`src/rtl/maint_pkg.sv`:
```
// Shared encodings for the maintenance range splitter.
package maint_pkg;
    typedef enum logic [1:0] {
        OP_INV   = 2'd0,
        OP_CLEAN = 2'd1,
        OP_FLUSH = 2'd2
    } op_e;

    typedef enum logic [1:0] {
        CMD_LINE_CI     = 2'd0,
        CMD_RANGE_CLEAN = 2'd1,
        CMD_RANGE_INV   = 2'd2
    } cmd_e;

    typedef enum logic [2:0] {
        ST_IDLE,
        ST_HEAD,
        ST_TAIL,
        ST_CHUNK_A,
        ST_CHUNK_B,
        ST_DONE
    } st_e;
endpackage

```
`src/rtl/maint_edge_prep.sv`:
```
// Edge preparation: from a raw request, derives the single-line edge
// operations (invalidate only) and the line-aligned body span [lo, hi).
// Assumes start <= end and that end rounded up does not wrap.
module maint_edge_prep
    import maint_pkg::*;
#(
    parameter int AW         = 32,
    parameter int LINE_BYTES = 32
) (
    input  op_e           op,
    input  logic [AW-1:0] raw_start,
    input  logic [AW-1:0] raw_end,
    output logic          head_en,
    output logic [AW-1:0] head_line,
    output logic          tail_en,
    output logic [AW-1:0] tail_line,
    output logic [AW-1:0] body_lo,
    output logic [AW-1:0] body_hi
);
    localparam int LW = $clog2(LINE_BYTES);
    localparam logic [AW-1:0] LINE = AW'(LINE_BYTES);

    logic [AW-1:0] start_dn, start_up, end_dn, end_up, s_adv;
    logic          start_part, end_part;

    // Line rounding of both request addresses.
    always_comb begin
        start_dn   = {raw_start[AW-1:LW], {LW{1'b0}}};
        end_dn     = {raw_end[AW-1:LW], {LW{1'b0}}};
        start_part = (raw_start[LW-1:0] != '0);
        end_part   = (raw_end[LW-1:0] != '0);
        start_up   = start_dn + LINE;
        end_up     = end_part ? (end_dn + LINE) : end_dn;
        s_adv      = start_part ? start_up : raw_start;
    end

    // Edge and body selection by operation type.
    always_comb begin
        head_line = start_dn;
        tail_line = end_dn;
        if (op == OP_INV) begin
            head_en = start_part;
            tail_en = (s_adv < raw_end) && end_part;
            body_lo = s_adv;
            body_hi = tail_en ? end_dn : raw_end;
        end else begin
            head_en = 1'b0;
            tail_en = 1'b0;
            body_lo = start_dn;
            body_hi = end_up;
        end
    end
endmodule

```
`src/rtl/maint_chunk_calc.sv`:
```
// Chunk limiter: exclusive end of the chunk beginning at cur, bounded by
// the body end, the byte cap and the next page boundary.
// Assumes cur < hi and both are line-aligned.
module maint_chunk_calc #(
    parameter int AW         = 32,
    parameter int MAX_BYTES  = 1024,
    parameter int PAGE_BYTES = 4096
) (
    input  logic [AW-1:0] cur,
    input  logic [AW-1:0] hi,
    output logic [AW-1:0] nxt
);
    logic [AW:0] cap_x, page_x, pick;

    // Minimum of the three candidate bounds, computed one bit wider.
    always_comb begin
        cap_x  = {1'b0, cur} + (AW+1)'(MAX_BYTES);
        page_x = ({1'b0, cur} | (AW+1)'(PAGE_BYTES - 1)) + (AW+1)'(1);
        pick   = {1'b0, hi};
        if (cap_x < pick)  pick = cap_x;
        if (page_x < pick) pick = page_x;
        nxt = pick[AW-1:0];
    end
endmodule

```
`src/rtl/maint_splitter.sv`:
```
// Maintenance range splitter: accepts one request at a time and emits the
// edge line commands, then per-chunk range commands, then pulses done.
// Assumes start <= end and req_op in {0,1,2}; wt_override is sampled
// together with the request.
module maint_splitter
    import maint_pkg::*;
#(
    parameter int AW         = 32,
    parameter int LINE_BYTES = 32,
    parameter int MAX_BYTES  = 1024,
    parameter int PAGE_BYTES = 4096
) (
    input  logic          clk,
    input  logic          rst_n,
    input  logic          req_valid,
    output logic          req_ready,
    input  logic [1:0]    req_op,
    input  logic [AW-1:0] req_start,
    input  logic [AW-1:0] req_end,
    input  logic          wt_override,
    output logic          cmd_valid,
    input  logic          cmd_ready,
    output logic [1:0]    cmd_kind,
    output logic [AW-1:0] cmd_start,
    output logic [AW-1:0] cmd_end,
    output logic          done,
    output logic          align_err
);
    localparam int LW = $clog2(LINE_BYTES);
    localparam logic [AW-1:0] LINE = AW'(LINE_BYTES);

    st_e           state;
    op_e           op_q;
    logic          wt_q, tail_en_q;
    logic [AW-1:0] head_q, tail_q, cur_q, hi_q;

    op_e           op_in;
    logic          p_head_en, p_tail_en;
    logic [AW-1:0] p_head, p_tail, p_lo, p_hi, chunk_nxt;
    logic          take_req, take_cmd, pair_first;

    assign op_in = op_e'(req_op);

    maint_edge_prep #(.AW(AW), .LINE_BYTES(LINE_BYTES)) u_prep (
        .op        (op_in),
        .raw_start (req_start),
        .raw_end   (req_end),
        .head_en   (p_head_en),
        .head_line (p_head),
        .tail_en   (p_tail_en),
        .tail_line (p_tail),
        .body_lo   (p_lo),
        .body_hi   (p_hi)
    );

    maint_chunk_calc #(.AW(AW), .MAX_BYTES(MAX_BYTES), .PAGE_BYTES(PAGE_BYTES)) u_chunk (
        .cur (cur_q),
        .hi  (hi_q),
        .nxt (chunk_nxt)
    );

    // Body entry: the span is non-empty and not a clean under override.
    function automatic st_e body_or_done(input logic [AW-1:0] lo, input logic [AW-1:0] hi,
                                         input op_e op, input logic wt);
        return ((lo < hi) && !(op == OP_CLEAN && wt)) ? ST_CHUNK_A : ST_DONE;
    endfunction

    // Handshake qualifiers.
    always_comb begin
        req_ready  = (state == ST_IDLE);
        cmd_valid  = (state == ST_HEAD) || (state == ST_TAIL) ||
                     (state == ST_CHUNK_A) || (state == ST_CHUNK_B);
        done       = (state == ST_DONE);
        take_req   = req_valid && req_ready;
        take_cmd   = cmd_valid && cmd_ready;
        pair_first = (op_q == OP_FLUSH) && !wt_q;
    end

    // Command fields for the current state.
    always_comb begin
        cmd_kind  = CMD_RANGE_INV;
        cmd_start = cur_q;
        cmd_end   = chunk_nxt - LINE;
        case (state)
            ST_HEAD: begin
                cmd_kind  = CMD_LINE_CI;
                cmd_start = head_q;
                cmd_end   = head_q;
            end
            ST_TAIL: begin
                cmd_kind  = CMD_LINE_CI;
                cmd_start = tail_q;
                cmd_end   = tail_q;
            end
            ST_CHUNK_A: begin
                if (op_q == OP_CLEAN || pair_first) cmd_kind = CMD_RANGE_CLEAN;
            end
            default: cmd_kind = CMD_RANGE_INV;
        endcase
    end

    // Sanity flag on chunk boundaries handed to the walker.
    always_comb begin
        align_err = ((state == ST_CHUNK_A) || (state == ST_CHUNK_B)) &&
                    ((cur_q[LW-1:0] != '0) || (chunk_nxt[LW-1:0] != '0));
    end

    // Sequencer: request capture, edge lines, chunk walk, done pulse.
    always_ff @(posedge clk) begin
        if (!rst_n) begin
            state     <= ST_IDLE;
            op_q      <= OP_INV;
            wt_q      <= 1'b0;
            tail_en_q <= 1'b0;
            head_q    <= '0;
            tail_q    <= '0;
            cur_q     <= '0;
            hi_q      <= '0;
        end else begin
            case (state)
                ST_IDLE: if (take_req) begin
                    op_q      <= op_in;
                    wt_q      <= wt_override;
                    tail_en_q <= p_tail_en;
                    head_q    <= p_head;
                    tail_q    <= p_tail;
                    cur_q     <= p_lo;
                    hi_q      <= p_hi;
                    if (p_head_en)      state <= ST_HEAD;
                    else if (p_tail_en) state <= ST_TAIL;
                    else                state <= body_or_done(p_lo, p_hi, op_in, wt_override);
                end
                ST_HEAD: if (take_cmd) begin
                    if (tail_en_q) state <= ST_TAIL;
                    else           state <= body_or_done(cur_q, hi_q, op_q, wt_q);
                end
                ST_TAIL: if (take_cmd) begin
                    state <= body_or_done(cur_q, hi_q, op_q, wt_q);
                end
                ST_CHUNK_A: if (take_cmd) begin
                    if (pair_first) begin
                        state <= ST_CHUNK_B;
                    end else begin
                        cur_q <= chunk_nxt;
                        state <= (chunk_nxt >= hi_q) ? ST_DONE : ST_CHUNK_A;
                    end
                end
                ST_CHUNK_B: if (take_cmd) begin
                    cur_q <= chunk_nxt;
                    state <= (chunk_nxt >= hi_q) ? ST_DONE : ST_CHUNK_A;
                end
                default: state <= ST_IDLE;
            endcase
        end
    end
endmodule

```
`config.mk`:
```
export PLATFORM = sky130hd
export DESIGN_NAME = maint_splitter
export DESIGN_NICKNAME = d
export VERILOG_FILES = /design/src/rtl/maint_pkg.sv /design/src/rtl/maint_edge_prep.sv /design/src/rtl/maint_chunk_calc.sv /design/src/rtl/maint_splitter.sv
export SDC_FILE = /design/constraint.sdc
export NUM_CORES = 1
export LEC_CHECK = 0
export ABC_AREA = 1
export BUFFER_PORTS_ARGS = -buffer_cell sky130_fd_sc_hd__buf_2
export CORE_UTILIZATION = 40
export CTS_CLUSTER_DIAMETER = 30
export CTS_CLUSTER_SIZE = 20
export DETAILED_ROUTE_END_ITERATION = 10
export PLACE_DENSITY = 0.57
export SYNTH_ARGS = -nofsm -noshare
export SYNTH_HDL_FRONTEND = slang
export SYNTH_SLANG_ARGS = --single-unit
```
`constraint.sdc`:
```
create_clock -name clk -period 11.9 [get_ports clk]
set_input_delay 1.19 -clock clk [delete_from_list [all_inputs] [get_ports clk]]
set_output_delay 1.19 -clock clk [all_outputs]
set_load 0.05 [all_outputs]
```
==> results.sh, run 1 <==
export IMPL_outcome="finished, final reports clean"
export IMPL_cts_sinks=125
export IMPL_hpwl_um=42200
export IMPL_synth_top_family_by_area="simple AND/OR/NAND/NOR gates"
export IMPL_multi_input_area_sq_um=9550
export IMPL_cts_tree="yes"
export IMPL_rows=67
export IMPL_crit_type="reg -> out"
export IMPL_worstPathRequired_ps=10710
export IMPL_grt_max_degree=105
export IMPL_fmax_mhz=95.2
export IMPL_grtUsageMet2=0.442
export IMPL_synthCells=2212
export IMPL_antenna_found_initial=0
export IMPL_final_max_slew_viol_count=0
export IMPL_place_congestion=1.06
export IMPL_io_pins=141
export IMPL_period_share=0.882
export IMPL_dieHeight_um=187
export IMPL_antenna_left=0
export IMPL_postSynthAreaPerCell_sq_um=6.19
export IMPL_viasPerCell=5.37
export IMPL_vias=14846
export IMPL_drv_cap=0
export IMPL_layout_common_cells="nand2_1, inv_1, a21oi_1"
export IMPL_hold_buffers=0
export IMPL_syn_area_sq_um=13700
export IMPL_grt_pass1_wl_um=79600
export IMPL_crit_slowest_cell="nand2_4"
export IMPL_busiest_layer="met1"
export IMPL_seq_area_sq_um=2500
export IMPL_endpoint_kind="output pin"
export IMPL_finalHoldViolations=0
export IMPL_use_met3=0.0231
export IMPL_synth_compound_area_frac=0.198
export IMPL_yosysUniqueCellTypes=52
export IMPL_drc=0
export IMPL_synth_mux_area_frac=0.000822
export IMPL_cts_resized_gates=0
export IMPL_skew_ps=12.3
export IMPL_drt_pass1_iter_count=6
export IMPL_die_area_sq_um=35000
export IMPL_synth_ff_type="dfxtp_1"
export IMPL_tightest_slew_ps=1040
export IMPL_startpoint_type="flop"
export IMPL_final_common_cell="nand2_1"
export IMPL_track_usage=0.295
export IMPL_crit_top_cell="nand2_1"
export IMPL_wirelength_um=52000
export IMPL_rsz0062_at_grt="false"
export IMPL_timing_setup_tns_ps=0
export IMPL_synthArstFlopShare=0
export IMPL_synth_xor_area_frac=0.0531
export IMPL_area_delta_synth_final_pct=11.2
export IMPL_synth_top_cell_area_share=0.183
export IMPL_ys_ff_latch=125
export IMPL_synth_top_cell_by_area="dfxtp_1"
export IMPL_grt_overflow_total=0
export IMPL_cp_arrival_ps=9310
export IMPL_clkSlewWorstSetupHoldPaths_ps=50
export IMPL_yosysWarnings=0
export IMPL_post_route_min_period_ps=10500
export IMPL_cts_max_level=4
export IMPL_synth_fa_ha_area_frac=0.157
export IMPL_root_buffer="clkbuf_16"
export IMPL_synth_area_leaders="dfxtp_1, ha_1, nand2_1, inv_1, a21oi_1"
export IMPL_use_met1=0.452
export IMPL_drtIter0Drc=1408
export IMPL_drt_wirelength_per_cell_um=18.8
export IMPL_core_area_sq_um=33600
export IMPL_max_stage_delay_ps=680
export IMPL_maxSlewHeadroom=0.307
export IMPL_synth_seq_area_share=0.183
export IMPL_synth_edf_count=0
export IMPL_min_path_type="reg -> reg"
export IMPL_post_cts_buffers=0
export IMPL_final_net_count=2553
export IMPL_worstPathMaxFanout=52
export IMPL_die_width_um=187
export IMPL_clk_latency_ps=440
export IMPL_synth_simple_area_share=0.285
export IMPL_drive_gt1_frac=0.103
export IMPL_setup_viol=0
export IMPL_grt_pass1_vias=13636
export IMPL_start_util=0.407
export IMPL_clock_path_buffers=2
export IMPL_cts_inserted_buffers=17
export IMPL_port_buffers=140
export IMPL_fillers=3705
worst paths after layout:
| path | startpoint | endpoint | slack (ps) | cells past startpoint |
|---|---|---|---|---|
| setup / recovery | cur_q[13] | cmd_end[22] | 1400 | 42 |
| hold / removal | head_q[23] | head_q[23] | 460 | 2 |
| setup reg to reg | cur_q[13] | state[2] | 2260 | 45 |
| hold reg to reg | head_q[23] | head_q[23] | 460 | 2 |
kinds of logic after synthesis:
family	after synthesis
AND/OR/NAND/NOR	899
XOR/XNOR	83
buffers and inverters	427
flip-flops	125
other	2
multiplexers	1
AO/OA/AOI/OAI	503
adder cells (fa/ha/maj)	172
synthesized netlist by cell type, drive strengths merged (2+ instances only):
cell,number
a2111oi,2
nor3,45
nand3,101
ha,172
dfxtp,125
or3,2
clkinv,2
clkbuf,61
buf,21
conb,2
inv,343
a21oi,214
a21o,3
o22ai,29
o221a,2
o211ai,28
xor2,83
nor4,12
o31ai,2
nor2,152
a211oi,6
nand2,538
or2,5
and2,2
o21a,2
nand4,26
o21bai,2
nand3b,13
o21ai,210
final cells by class:
cell class | count | area share
multi-input cells | 1667 | 0.627
flip-flops and latches | 125 | 0.164
inverters | 345 | 0.0850
repair buffers | 154 | 0.0529
well taps | 448 | 0.0368
clock buffers | 25 | 0.0332
clock inverters | 2 | 0.000657
diodes | 1 | 0.000164
critical path: cells and delay by family, from the launching register on:
family | cells | cell delay, ps
simple gates | 27 | 4920
flops | 1 | 490
compound gates | 4 | 1000
fa+ha+maj | 3 | 1070
buf+inv | 7 | 1020
xor+xnor | 1 | 310
sequential cells by signal, summed over array words and instances, names as in the netlist:
signal / count
cur_q: 32
head_q: 27
hi_q: 32
op_q: 2
state: 3
tail_en_q: 1
tail_q: 27
wt_q: 1
per-layer routing:
metal,up-vias,share of wire
li1,7455,-
met1,6836,0.50
met2,507,0.42
met3,48,0.062
met4,0,0.015
met5,-,0
through the flow:
step	instances	area (sq um)	hold slack, ps	setup slack (ps)	util
2_1_floorplan	2219	13700	430	4140	-
3_3_place_gp	2739	14700	445	1820	0.438
3_5_place_dp	2739	14700	449	1930	0.438
4_1_cts	2766	15200	458	1460	0.453
5_1_grt	2766	15200	478	827	0.453
6_report	2767	15200	455	1400	0.453
Power of run 1 is left out: the tool's default activity adds up to more than one toggle a clock period on the data nets, which glitch-free logic cannot reach.
==> run 2, diff against run 1 <==
--- a/config.mk
+++ b/config.mk
@@ -12,6 +12,7 @@
 export CTS_CLUSTER_SIZE = 20
 export DETAILED_ROUTE_END_ITERATION = 10
 export PLACE_DENSITY = 0.57
+export REMOVE_ABC_BUFFERS = 1
 export SYNTH_ARGS = -nofsm -noshare
 export SYNTH_HDL_FRONTEND = slang
 export SYNTH_SLANG_ARGS = --single-unit
==> run 2 against run 1 <==
  * Final area grew 0.33%
  * Critical path depth is the same
  * Register-to-register slack lost 220 ps
  * Sequential share of layout area shrank 0.054 points
  * Clock skew grew 1.1 ps
==> results.sh, run 2 (synthesized netlist as in run 1, its figures left out) <==
export IMPL_fmax_mhz=95.6
export IMPL_maxSlewHeadroom=0.287
export IMPL_timing_setup_tns_ps=0
export IMPL_crit_top_cell="nand2_1"
export IMPL_layout_common_cells="nand2_1, inv_1, a21oi_1"
export IMPL_antenna_left=0
export IMPL_die_width_um=187
export IMPL_worstPathRequired_ps=10710
export IMPL_grt_max_degree=123
export IMPL_final_common_cell="nand2_1"
export IMPL_area_delta_synth_final_pct=11.6
export IMPL_endpoint_kind="output pin"
export IMPL_place_congestion=0.934
export IMPL_rows=67
export IMPL_antennaDiodeCount=0
export IMPL_vias=14759
export IMPL_clkSlewWorstSetupHoldPaths_ps=60
export IMPL_outcome="finished, final reports clean"
export IMPL_rrSetupSlack_ps=2040
export IMPL_min_path_type="reg -> reg"
export IMPL_cts_resized_gates=0
export IMPL_fillers=3624
export IMPL_root_buffer="clkbuf_16"
export IMPL_drt_wirelength_per_cell_um=19.2
export IMPL_cp_arrival_ps=9270
export IMPL_clock_path_buffers=2
export IMPL_cts_tree="yes"
export IMPL_cts_inserted_buffers=17
export IMPL_post_cts_buffers=0
export IMPL_crit_type="reg -> out"
export IMPL_period_share=0.879
export IMPL_drt_pass1_iter_count=7
export IMPL_finalHoldViolations=0
export IMPL_cts_max_level=4
export IMPL_drtIter0Drc=1022
export IMPL_rsz0062_at_grt="false"
export IMPL_final_net_count=2552
export IMPL_min_from="head_q[6]"
export IMPL_skew_ps=13.3
export IMPL_r2r_end="state[1]"
export IMPL_viasPerCell=5.33
export IMPL_port_buffers=140
export IMPL_hold_depth=2
export IMPL_drv_cap=0
export IMPL_startpoint_type="flop"
export IMPL_io_pins=141
export IMPL_drive_gt1_frac=0.105
export IMPL_post_route_min_period_ps=10460
export IMPL_hpwl_um=42700
export IMPL_dieHeight_um=187
export IMPL_crit_slowest_cell="nand2_4"
export IMPL_ff2ff_path_depth=43
export IMPL_r2r_start="cur_q[12]"
export IMPL_worstPathMaxFanout=52
export IMPL_startpoint="cur_q[12]"
export IMPL_grt_overflow_total=0
export IMPL_start_util=0.407
export IMPL_grt_pass1_wl_um=80100
export IMPL_tightest_slew_ps=1070
export IMPL_die_area_sq_um=35000
export IMPL_drc=0
export IMPL_largestRegisters="cur_q (32), hi_q (32)"
export IMPL_grt_pass1_vias=13494
export IMPL_final_max_slew_viol_count=0
export IMPL_core_area_sq_um=33600
export IMPL_clk_latency_ps=440
export IMPL_antenna_found_initial=0
export IMPL_min_to="head_q[6]"
export IMPL_track_usage=0.300
export IMPL_hold_buffers=0
export IMPL_wirelength_um=53000
export IMPL_setup_viol=0
export IMPL_cts_sinks=125
export IMPL_max_stage_delay_ps=710
[run 2: cell count changes in the layout (fill, tap and decap cells not counted)]
cell        change
clkinv_2        +2
diode_2         -1
clkinv_4        +1
buf_4           -1
clkinvlp_4      +4
clkbuf_8        -3
clkbuf_1        -2
bufinv_16       +2
[run 2: area by class of cell]
class                      count  area (sq um)  area share
multi-input combinational   1667          9550       0.625
sequential                   125          2500       0.164
inverter                     345          1290      0.0848
timing repair buffer         153           798      0.0522
tap                          448           561      0.0367
clock buffer                  20           457      0.0299
clock inverter                11           119     0.00778
[run 2: critical path: cells and delay by family (launching register included)]
kind	cells	cell delay, ps
DFF	1	580
buffers and inverters	6	960
and+or+nand+nor	28	5000
xor gates and xnor gates	1	250
adders and majority gates	3	1060
AOI/OAI and AO/OA	4	930
[run 2: per-layer routing]
metal | vias to the layer above | share of wire | routed length (um) | GRT usage
li1 | 7461 | - | - | -
met1 | 6743 | 0.50 | 26600 | 0.447
met2 | 516 | 0.42 | 22200 | 0.449
met3 | 39 | 0.066 | 3480 | 0.0490
met4 | 0 | 0.013 | 712 | 0.0580
met5 | - | 0 | 0 | 0
[run 2: worst max path at each step]
stage / end / slack (ps)
after floorplan: cmd_end[14] / 2900
after global placement: cmd_end[29] / 1760
after detailed placement: cmd_end[22] / 1970
after CTS: cmd_end[22] / 1460
after global routing: cmd_end[31] / 750
final: cmd_end[22] / 1440
[run 2: through the flow]
| step | area [sq um] | util | std cells | hold WS (ps) | setup WS (ps) |
|---|---|---|---|---|---|
| after global routing | 15300 | 0.454 | 2769 | 477 | 750 |
| after global placement | 14700 | 0.437 | 2738 | 444 | 1760 |
| after detailed placement | 14700 | 0.437 | 2738 | 450 | 1970 |
| after floorplan | 13300 | - | 2137 | 429 | 2900 |
| final | 15300 | 0.454 | 2769 | 459 | 1440 |
| after CTS | 15300 | 0.454 | 2769 | 461 | 1460 |
Power of run 2 is left out for the same reason.
==> run 3, diff against run 2 <==
--- a/config.mk
+++ b/config.mk
@@ -11,7 +11,7 @@
 export CTS_CLUSTER_DIAMETER = 30
 export CTS_CLUSTER_SIZE = 20
 export DETAILED_ROUTE_END_ITERATION = 10
-export PLACE_DENSITY = 0.57
+export PLACE_DENSITY_LB_ADDON = 0.05
 export REMOVE_ABC_BUFFERS = 1
 export SYNTH_ARGS = -nofsm -noshare
 export SYNTH_HDL_FRONTEND = slang
==> run 3 against run 2 <==
  * Clock skew rose by 3.9 ps
  * Global-route usage rose by 0.50 points
  * Routed wire length rose by 0.52%
  * Cell count barely moved
  * Largest cell class unchanged
  * Die area did not move
  * Maximum frequency fell by 2.2%
  * Critical path type unchanged
  * Worst hold slack got worse by 2.2 ps
  * Via count rose by 0.30%
==> results.sh, run 3 (synthesized netlist as in run 1, its figures left out) <==
export IMPL_vias=14804
export IMPL_wirelength_um=53300
export IMPL_startpoint_type="flop"
export IMPL_final_cells=2767
export IMPL_clock_path_buffers=2
export IMPL_tightest_slew_ps=1090
export IMPL_outcome="finished, final reports clean"
export IMPL_place_congestion=0.988
export IMPL_root_buffer="clkbuf_16"
export IMPL_drv_cap=0
export IMPL_period_share=0.898
export IMPL_final_net_count=2551
export IMPL_post_cts_buffers=0
export IMPL_seq_area_sq_um=2500
export IMPL_drive_gt1_frac=0.104
export IMPL_maxSlewHeadroom=0.270
export IMPL_die_area_sq_um=35000
export IMPL_cts_max_level=4
export IMPL_ff2ff_path_depth=45
export IMPL_antenna_found_initial=1
export IMPL_finalHoldViolations=0
export IMPL_viasPerCell=5.35
export IMPL_crit_slowest_cell="nand2_4"
export IMPL_clkSlewWorstSetupHoldPaths_ps=70
export IMPL_dp_cells=2737
export IMPL_fillers=3653
export IMPL_die_width_um=187
export IMPL_layout_common_cells="nand2_1, inv_1, a21oi_1"
export IMPL_port_buffers=140
export IMPL_clk_latency_ps=440
export IMPL_rows=67
export IMPL_setup_viol=0
export IMPL_core_area_sq_um=33600
export IMPL_start_util=0.407
export IMPL_fmax_mhz=93.5
export IMPL_hold_depth=2
export IMPL_timing_setup_tns_ps=0
export IMPL_antenna_left=0
export IMPL_min_path_type="reg -> reg"
export IMPL_track_usage=0.305
export IMPL_grt_pass1_wl_um=80800
export IMPL_cts_sinks=125
export IMPL_post_route_min_period_ps=10690
export IMPL_io_pins=141
export IMPL_drt_pass1_iter_count=6
export IMPL_crit_type="reg -> out"
export IMPL_hpwl_um=43100
export IMPL_drc=0
export IMPL_crit_top_cell="nand2_1"
export IMPL_dieHeight_um=187
export IMPL_area_delta_synth_final_pct=11.3
export IMPL_multi_input_area_sq_um=9550
export IMPL_worstPathRequired_ps=10710
export IMPL_hold_buffers=0
export IMPL_endpoint_kind="output pin"
export IMPL_cts_inserted_buffers=17
export IMPL_max_stage_delay_ps=690
export IMPL_drtIter0Drc=1269
export IMPL_grt_pass1_vias=13664
export IMPL_cp_arrival_ps=9500
export IMPL_drt_wirelength_per_cell_um=19.3
export IMPL_final_common_cell="nand2_1"
export IMPL_cts_resized_gates=0
export IMPL_grt_max_degree=111
export IMPL_final_max_slew_viol_count=0
export IMPL_cts_tree="yes"
export IMPL_grt_overflow_total=0
export IMPL_worstPathMaxFanout=52
export IMPL_rsz0062_at_grt="false"
export IMPL_largestRegisters="cur_q (32), hi_q (32)"
export IMPL_skew_ps=17.3
[run 3: changes by cell type in the layout (fill, tap and decap cells not counted), sizes merged]
cell      delta
buf          -1
bufinv       -1
clkbuf       +2
clkinvlp     -3
diode        +1
[run 3: layer usage]
layer  routed length (um)  GRT usage  part of all wire  vias up
met5                    0          0                 0        -
li1                     -          -                 -     7441
met2                22000      0.448              0.41      477
met4                 1620      0.110             0.030        0
met3                 3130     0.0358             0.059       67
met1                26600      0.451              0.50     6819
[run 3: worst paths after layout]
check | start | to | slack, ps
min reg2reg | head_q[23] | head_q[23] | 460
max reg2reg | cur_q[12] | state[1] | 1810
min | head_q[23] | head_q[23] | 460
max | cur_q[12] | cmd_end[22] | 1210
[run 3: worst max-delay path, delay by kind of cell (launching register included)]
kind | cells | cell delay [ps]
flip-flops | 1 | 600
AO/OA/AOI/OAI | 3 | 550
XOR/XNOR | 1 | 210
adder cells (fa/ha/maj) | 2 | 580
AND/OR/NAND/NOR | 29 | 5520
buffers and inverters | 8 | 1570
[run 3: layout make-up]
cell class                 instances  area share
clock inverter                     7     0.00435
clock buffer                      22      0.0311
inverter                         345      0.0850
tap                              448      0.0368
timing repair buffer             152      0.0519
sequential                       125       0.164
multi-input combinational       1667       0.626
antenna                            1    0.000164
[run 3: metrics by stage]
step | worst slack (ps) | utilization | cell area, sq um | hold slack [ps]
final | 1210 | 0.453 | 15200 | 457
after CTS | 1310 | 0.453 | 15200 | 458
after floorplan | 2900 | - | 13300 | 429
after global routing | 638 | 0.453 | 15200 | 489
after detailed placement | 1830 | 0.437 | 14700 | 449
after global placement | 1770 | 0.437 | 14700 | 442
Power of run 3 is left out for the same reason.
